==> src/rtl/stby_pkg.sv <==
package stby_pkg;
  typedef enum logic [2:0] {
    ST_RST  = 3'd0,
    ST_RUN  = 3'd1,
    ST_HALT = 3'd2,
    ST_STOP = 3'd3,
    ST_WAKE = 3'd4
  } stby_state_e;

  // Low-speed oscillator runs unless software stop is both requested and permitted.
  function automatic logic ls_running(input logic nostop_cfg, input logic sw_stop);
    return nostop_cfg | ~sw_stop;
  endfunction

  // Stop wins over halt when both arrive together.
  function automatic stby_state_e run_next(input logic halt_r, input logic stop_r);
    if (stop_r)      return ST_STOP;
    else if (halt_r) return ST_HALT;
    else             return ST_RUN;
  endfunction
endpackage

==> src/rtl/stby_fsm.sv <==
module stby_fsm
  import stby_pkg::*;
#(
  parameter int CNT_W = 8
) (
  input  logic             clk,
  input  logic             rst_n,
  input  logic             halt_req,
  input  logic             stop_req,
  input  logic             irq_pend,
  input  logic [CNT_W-1:0] settle_cycles,
  output stby_state_e      st_q,
  output logic [CNT_W-1:0] wake_cnt_q,
  output logic             ev_wake_done
);
  stby_state_e st_d;

  function automatic logic settle_hit(input logic [CNT_W-1:0] cnt, input logic [CNT_W-1:0] lim);
    return cnt == lim;
  endfunction

  assign ev_wake_done = (st_q == ST_WAKE) && settle_hit(wake_cnt_q, settle_cycles);

  always_comb begin
    st_d = st_q;
    unique case (st_q)
      ST_RST:  st_d = ST_RUN;
      ST_RUN:  st_d = run_next(halt_req, stop_req);
      ST_HALT: if (irq_pend) st_d = ST_RUN;
      ST_STOP: if (irq_pend) st_d = ST_WAKE;
      ST_WAKE: if (ev_wake_done) st_d = ST_RUN;
      default: st_d = ST_RST;
    endcase
  end

  always_ff @(posedge clk or negedge rst_n) begin
    if (!rst_n) begin
      st_q       <= ST_RST;
      wake_cnt_q <= '0;
    end else begin
      st_q <= st_d;
      if (st_q != ST_WAKE)    wake_cnt_q <= '0;
      else if (!ev_wake_done) wake_cnt_q <= wake_cnt_q + 1'b1;
    end
  end
endmodule

==> src/rtl/stby_ls_ctrl.sv <==
module stby_ls_ctrl (
  input  logic clk,
  input  logic rst_n,
  input  logic cfg_load,
  input  logic cfg_in,
  input  logic wr_ok,
  input  logic wr_en,
  input  logic wr_data,
  output logic cfg_lock_q,
  output logic sw_stop_q,
  output logic ls_run
);
  // The configuration resets to "cannot stop", the safe default until it is captured.
  always_ff @(posedge clk or negedge rst_n) begin
    if (!rst_n) begin
      cfg_lock_q <= 1'b1;
      sw_stop_q  <= 1'b0;
    end else begin
      if (cfg_load)      cfg_lock_q <= cfg_in;
      if (wr_ok && wr_en) sw_stop_q <= wr_data;
    end
  end

  assign ls_run = stby_pkg::ls_running(cfg_lock_q, sw_stop_q);
endmodule

==> src/rtl/stby_gate_dec.sv <==
module stby_gate_dec
  import stby_pkg::*;
(
  input  stby_state_e st,
  input  logic        ls_run,
  input  logic        wdt_on_ls,
  output logic        cpu_en,
  output logic        sys_en,
  output logic        per_en,
  output logic        ls_en,
  output logic        wdt_en
);
  always_comb begin
    cpu_en = (st == ST_RUN);
    sys_en = (st == ST_RUN) || (st == ST_HALT) || (st == ST_WAKE);
    per_en = (st == ST_RUN) || (st == ST_HALT);
    ls_en  = (st != ST_RST) && ls_run;
    wdt_en = wdt_on_ls ? ls_en : sys_en;
  end
endmodule

==> src/rtl/stby_clk_ctrl.sv <==
module stby_clk_ctrl
  import stby_pkg::*;
#(
  parameter int CNT_W = 8
) (
  input  logic             clk,
  input  logic             rst_n,
  input  logic             halt_req,
  input  logic             stop_req,
  input  logic             irq_pend,
  input  logic             ls_nostop_cfg,
  input  logic             ls_mode_we,
  input  logic             ls_mode_wdata,
  input  logic             wdt_on_ls,
  input  logic [CNT_W-1:0] settle_cycles,
  output logic             cpu_clk_en,
  output logic             sysosc_en,
  output logic             periph_clk_en,
  output logic             lsosc_en,
  output logic             wdt_clk_en
);
  stby_state_e      st_q;
  logic [CNT_W-1:0] wake_cnt_q;
  logic             ev_wake_done;
  logic             ev_cfg_load;
  logic             ev_run;
  logic             cfg_lock_q;
  logic             sw_stop_q;
  logic             ls_run;

  assign ev_cfg_load = (st_q == ST_RST);
  assign ev_run      = (st_q == ST_RUN);

  stby_fsm #(.CNT_W(CNT_W)) u_fsm (
    .clk(clk), .rst_n(rst_n), .halt_req(halt_req), .stop_req(stop_req),
    .irq_pend(irq_pend), .settle_cycles(settle_cycles),
    .st_q(st_q), .wake_cnt_q(wake_cnt_q), .ev_wake_done(ev_wake_done)
  );

  stby_ls_ctrl u_ls (
    .clk(clk), .rst_n(rst_n), .cfg_load(ev_cfg_load), .cfg_in(ls_nostop_cfg),
    .wr_ok(ev_run), .wr_en(ls_mode_we), .wr_data(ls_mode_wdata),
    .cfg_lock_q(cfg_lock_q), .sw_stop_q(sw_stop_q), .ls_run(ls_run)
  );

  stby_gate_dec u_dec (
    .st(st_q), .ls_run(ls_run), .wdt_on_ls(wdt_on_ls),
    .cpu_en(cpu_clk_en), .sys_en(sysosc_en), .per_en(periph_clk_en),
    .ls_en(lsosc_en), .wdt_en(wdt_clk_en)
  );
endmodule

==> config.mk <==
export PLATFORM = sky130hd
export DESIGN_NAME = stby_clk_ctrl
export DESIGN_NICKNAME = d
export VERILOG_FILES = /design/src/rtl/stby_pkg.sv /design/src/rtl/stby_fsm.sv /design/src/rtl/stby_ls_ctrl.sv /design/src/rtl/stby_gate_dec.sv /design/src/rtl/stby_clk_ctrl.sv
export SDC_FILE = /design/constraint.sdc
export NUM_CORES = 1
export LEC_CHECK = 0
export BUFFER_PORTS_ARGS = -buffer_cell sky130_fd_sc_hd__clkbuf_2
export CORE_ASPECT_RATIO = 0.6
export CORE_MARGIN = 4
export CORE_UTILIZATION = 40
export DETAILED_ROUTE_END_ITERATION = 12
export GPL_TIMING_DRIVEN = 0
export PLACE_DENSITY_LB_ADDON = 0.08
export SETUP_SLACK_MARGIN = 0.15
export SLEW_MARGIN = 20
export SYNTH_ARGS = -nofsm -noshare
export SYNTH_HDL_FRONTEND = slang
export SYNTH_HIERARCHICAL = 1
export SYNTH_SLANG_ARGS = --single-unit
==> constraint.sdc <==
create_clock -name clk -period 1.4 [get_ports clk]
set_clock_uncertainty 0.1 [all_clocks]
set_input_delay 0.42 -clock clk [delete_from_list [all_inputs] [get_ports clk]]
set_output_delay 0.42 -clock clk [all_outputs]
set_load 0.05 [all_outputs]
==> impl_metrics.json, run 1 <==
{
  "status": "finished with violations",
  "violations": "negative setup slack",
  "syn_nets": 118,
  "wl_per_cell_um": 15.8,
  "rr_startpoint": "u_fsm/st_q[0]",
  "p_switching_mw": 1.35,
  "cts_htree_levels": 1,
  "worstPathRequired_ns": 0.88,
  "clkPwrFrac_pct": 11.0,
  "swShare_pct": 44.1,
  "grt_pass1_vias": 891,
  "clock-sinks": 13,
  "rsz0062_at_grt": "true",
  "relSlewSlack_pct": 76.2,
  "end_kind": "output pin",
  "layout-drive-gt1-share_pct": 59.1,
  "grt_max_degree": 14,
  "hold_class": "input pin to flop",
  "drv_slew": 0,
  "pwr_density_cell_nw_per_um2": 1990,
  "ant_nets": 0,
  "final_common_cell": "buf_4",
  "avgSynthCellArea_um2": 9.22,
  "die_h_um": 45.2,
  "track_usage_pct": 17.7,
  "seqPwrFrac_pct": 18.5,
  "fp.dieW_um": 70.0,
  "cts.path.max_buffers": 2,
  "vias": 973,
  "drc": 0,
  "cp.arrival_ns": 1.44,
  "crit_type": "flop to output pin",
  "viasPerCell": 5.44,
  "clk_pin_slew_ns": 0.06,
  "p_leak_nw": 0.666,
  "setup_violations": 17,
  "hold_viol": 0,
  "drt_iter0_drc": 64,
  "min_period_over_period_pct": 140,
  "ios": 22,
  "p_comb_share_pct": 70.5,
  "wirelength_um": 2830,
  "antenna_found_initial": 0,
  "vdd_ir_drop_max_mv": 0.994,
  "antennaDiodeCount": 0,
  "syn_inst": 100,
  "max-cap-violations": 0,
  "worstHoldStart": "ls_mode_wdata",
  "power.total_mw": 3.05,
  "io_buffers": 21,
  "firstDrtPassIters": 4,
  "nets": 168,
  "fin_setup_tns_ns": -4.25,
  "clkLatencyLatePin_ns": 0.25,
  "worst_slack_ns": -0.556,
  "grt_overflow_total": 0,
  "cp-startpoint": "u_fsm/st_q[0]",
  "max_freq_mhz": 511,
  "path_max_fanout": 4,
  "period_needed_ns": 1.96,
  "grt_pass1_wl_um": 4300,
  "cts_tree": "yes",
  "syn_to_final_growth_pct": 66.2,
  "design.die.area_um2": 3160,
  "yosys_warnings": 6,
  "core_um2": 2180,
  "final_cell_mix": "18 x buf_4, 16 x clkbuf_2, 12 x nand2_1, 9 x xnor2_2, 7 x dfrtp_2",
  "numCtsBuffers": 3,
  "hpwl_um": 1620,
  "floorplan.initialDensity_pct": 42.3,
  "intPower_mw": 1.70,
  "cp-start-kind": "flop",
  "worstMarginPinSlew_ns": 0.358,
  "num_rows": 13,
  "gp_congestion": 0.757,
  "syn_area_um2": 922,
  "cts-root-buf": "clkbuf_8"
}
[through the flow]
stage / std cells / utilization [%] / hold slack (ns) / setup WS (ns) / instance area (µm²)
after floorplan: 100 / - / 0.0244 / -0.461 / 987
after global placement: 151 / 51.8 / 0.241 / -0.445 / 1130
after detailed placement: 151 / 51.8 / 0.244 / -0.462 / 1130
after CTS: 174 / 65.3 / 0.310 / -0.552 / 1420
after global routing: 179 / 70.3 / 0.310 / -0.597 / 1530
final: 179 / 70.3 / 0.315 / -0.556 / 1530
[final cells by class]
class                      instances  area (µm²)
timing repair buffer              45         352
fill                             161         647
tap                               30        37.5
inverter                           1        3.75
clock buffer                       4        45.0
sequential                        13         335
buffer                             3        40.0
multi-input combinational         83         719
[final timing paths]
path / slack (ns) / to / cells past startpoint
max: -0.56 / wdt_clk_en / 3
min: 0.32 / u_ls/sw_stop_q / 2
max reg2reg: -0.22 / u_fsm/wake_cnt_q[4] / 6
min reg2reg: 0.43 / u_ls/sw_stop_q / 1
max in group asynchronous: 0.38 / u_ls/cfg_lock_q / 2
min in group asynchronous: 0.51 / u_fsm/wake_cnt_q[4] / 2
[metal layers]
layer / up-vias / part of all wire [%] / global-route usage [%]
li1: 463 / - / -
met4: 0 / 0 / 2.29
met5: - / 0 / 0
met1: 479 / 44 / 24.1
met3: 0 / 6.0 / 5.33
met2: 31 / 50 / 29.1
[sequential cells by signal, summed over array words and instances, names as in the netlist]
signal	count
u_ls/cfg_lock_q	1
u_fsm/st_q	3
u_ls/sw_stop_q	1
u_fsm/wake_cnt_q	8
[worst max-delay path, stage by stage, from the launching register on]
cell	delay, ns
dfrtp_2	0.45
maj3_2	0.34
a211oi_4	0.22
buf_8	0.17
[power by group through the flow]
| stage | sequential (mW) | clock, mW | combinational (mW) |
|---|---|---|---|
| floorplan | 0.613 | 0 | 0.963 |
| global route | 0.575 | 0.382 | 2.24 |
| detailed placement | 0.664 | 0 | 1.18 |
| CTS | 0.552 | 0.343 | 1.89 |
| finish | 0.566 | 0.335 | 2.15 |
| global placement | 0.651 | 0 | 1.14 |
[timing repair]
action / CTS / global route
cloned: 1 / 0
hold buffers: 1 / 0
pin swaps: 6 / 2
buffers inserted: 17 / 5
endpoints found under the hold margin: 12 / 0
resized for setup: 26 / 21
endpoints found under the setup margin: 17 / 18
Note: power is estimated with default switching activity, not from simulation.
==> inputs of run 2 (changes only) <==
- CORE_ASPECT_RATIO: 0.6 -> default
- CORE_UTILIZATION: 40 -> 47
- REMOVE_ABC_BUFFERS: default -> 1
==> impl_metrics.json, run 2 (synthesis results as in run 1) <==
{
  "met2_length_um": 1560,
  "place_area_um2": 1040,
  "violations": "negative setup slack",
  "ios": 22,
  "final_common_cell": "buf_4",
  "rsz0062_at_grt": "true",
  "fillers": 102,
  "wl_met1_um": 1230,
  "crit_chain": "maj3_2 -> a211oi_2 -> clkbuf_8",
  "final_cell_count_no_fill": 176,
  "status": "finished with violations",
  "hold_viol": 0,
  "clock-sinks": 13,
  "reg2reg_depth": 7,
  "crit_path_end": "wdt_clk_en",
  "reg_top3": "u_fsm/wake_cnt_q x8, u_fsm/st_q x3",
  "cts-root-buf": "clkbuf_4",
  "worstMarginPinSlew_ns": 0.335,
  "swShare_pct": 45.1,
  "max_freq_mhz": 502,
  "grt_max_degree": 14,
  "wl_per_cell_um": 18.2,
  "antennaDiodeCount": 0,
  "core_um2": 1780,
  "vdd_ir_drop_max_mv": 2.24,
  "wirelength_um": 3210,
  "cts_tree": "yes",
  "reg2reg_to": "u_fsm/wake_cnt_q[3]",
  "vias": 1054,
  "min_period_over_period_pct": 142,
  "intPower_mw": 1.62,
  "p_switching_mw": 1.33,
  "grt_pass1_wl_um": 5110,
  "critPathSlowestCell": "dfrtp_2",
  "cts.path.max_buffers": 2,
  "clkPwrFrac_pct": 7.8,
  "numCtsBuffers": 3,
  "end_kind": "output pin",
  "firstDrtPassIters": 4,
  "grt_overflow_total": 0,
  "crit_type": "flop to output pin",
  "cp.arrival_ns": 1.47,
  "worstHoldStart": "ls_nostop_cfg",
  "rr_startpoint": "u_fsm/st_q[0]",
  "critPathMaxStageDelay_ns": 0.45,
  "floorplan.initialDensity_pct": 51.7,
  "drv_slew": 0,
  "viasPerCell": 5.99,
  "drc": 0,
  "max-cap-violations": 0,
  "hold_class": "input pin to flop",
  "p_comb_share_pct": 73.4,
  "cp-start-kind": "flop",
  "worstPathRequired_ns": 0.88,
  "relSlewSlack_pct": 77.7,
  "layout-drive-gt1-share_pct": 58.9,
  "die_h_um": 52.3,
  "grt_pass1_vias": 1032,
  "drt_iter0_drc": 33,
  "cp_top_family": "flip-flops",
  "design.die.area_um2": 2730,
  "fp.dieW_um": 52.3,
  "final_cell_mix": "19 x buf_4, 16 x clkbuf_2, 11 x nand2_1, 9 x xnor2_2",
  "antenna_found_initial": 0,
  "seqPwrFrac_pct": 18.8,
  "setup_violations": 17,
  "ant_nets": 0,
  "io_buffers": 21,
  "pwr_density_cell_nw_per_um2": 1970,
  "path_depth": 3,
  "worst_slack_ns": -0.591,
  "track_usage_pct": 25.9,
  "p_leak_nw": 0.667,
  "cp.buffers_inverters": 1,
  "syn_to_final_growth_pct": 63.1,
  "nets": 170,
  "path_max_fanout": 5,
  "gp_congestion": 0.794,
  "max_flop_register": "u_fsm/wake_cnt_q",
  "num_rows": 15,
  "r2r_setup_slack_ns": -0.30,
  "clkLatencyLatePin_ns": 0.27,
  "period_needed_ns": 1.99,
  "cts_htree_levels": 1,
  "dp.cells": 143,
  "routed-wl-met3_um": 312,
  "final_cell_area_um2": 1500,
  "hpwl_um": 1310,
  "dr.max_layer_used": "met4",
  "clk_pin_slew_ns": 0.08,
  "cp-startpoint": "u_fsm/st_q[1]",
  "largest_reg_flops": 8
}
-- run 2: cell types whose count changed in the layout (fill, tap and decap cells not counted), sizes merged --
cell	previous run	this run
clkbuf	23	24
and4	2	4
buf	28	26
and2	3	4
-- run 2: worst min-delay path by stage --
| stage | to | slack (ns) | depth (start not counted) |
|---|---|---|---|
| after floorplan | u_fsm/st_q[0] | 0.02 | 0 |
| after global placement | u_fsm/st_q[1] | 0.24 | 1 |
| after detailed placement | u_fsm/st_q[2] | 0.24 | 1 |
| after CTS | u_ls/cfg_lock_q | 0.27 | 2 |
| after global routing | u_ls/cfg_lock_q | 0.27 | 2 |
| final | u_ls/cfg_lock_q | 0.28 | 2 |
-- run 2: area by class of cell --
| class | instances | area [µm²] | share of cell area [%] |
|---|---|---|---|
| Sequential cell | 13 | 334 | 22.2 |
| Timing Repair Buffer | 47 | 370 | 24.6 |
| Tap cell | 25 | 31.3 | 2.08 |
| Clock buffer | 4 | 26.3 | 1.75 |
| Multi-Input combinational cell | 86 | 738 | 49.1 |
| Inverter | 1 | 3.75 | 0.250 |
-- run 2: power by group through the flow --
stage	Clock, mW	Sequential, mW	Combinational [mW]
after floorplan	0	0.595	0.878
after global placement	0	0.631	1.06
after detailed placement	0	0.633	1.07
after CTS	0.242	0.554	1.94
after global routing	0.261	0.571	2.26
final	0.230	0.557	2.17
-- run 2: metal layers --
layer,track usage (%),vias to the layer above
met1,32.7,486
met2,45.9,74
met3,5.13,14
met5,0,-
met4,3.83,0
li1,-,480
-- run 2: through the flow --
stage / util, % / hold slack (ns) / TNS (ns) / setup slack (ns) / total power, mW
after floorplan: - / 0.0244 / -3.63 / -0.885 / 1.47
after global placement: 58.2 / 0.239 / -3.72 / -0.529 / 1.69
after detailed placement: 58.2 / 0.237 / -3.96 / -0.530 / 1.71
after CTS: 81.4 / 0.268 / -4.61 / -0.568 / 2.74
after global routing: 84.4 / 0.270 / -6.03 / -0.642 / 3.09
final: 84.4 / 0.278 / -5.17 / -0.591 / 2.96
-- run 2: repair_timing --
action                                  in CTS  in global routing
hold buffers                                 1                  0
resized for setup                           50                  9
pin swaps                                   18                  8
gates cloned                                 3                  0
endpoints found under the setup margin      17                 18
endpoints found under the hold margin       12                  0
buffers inserted                            22                  3
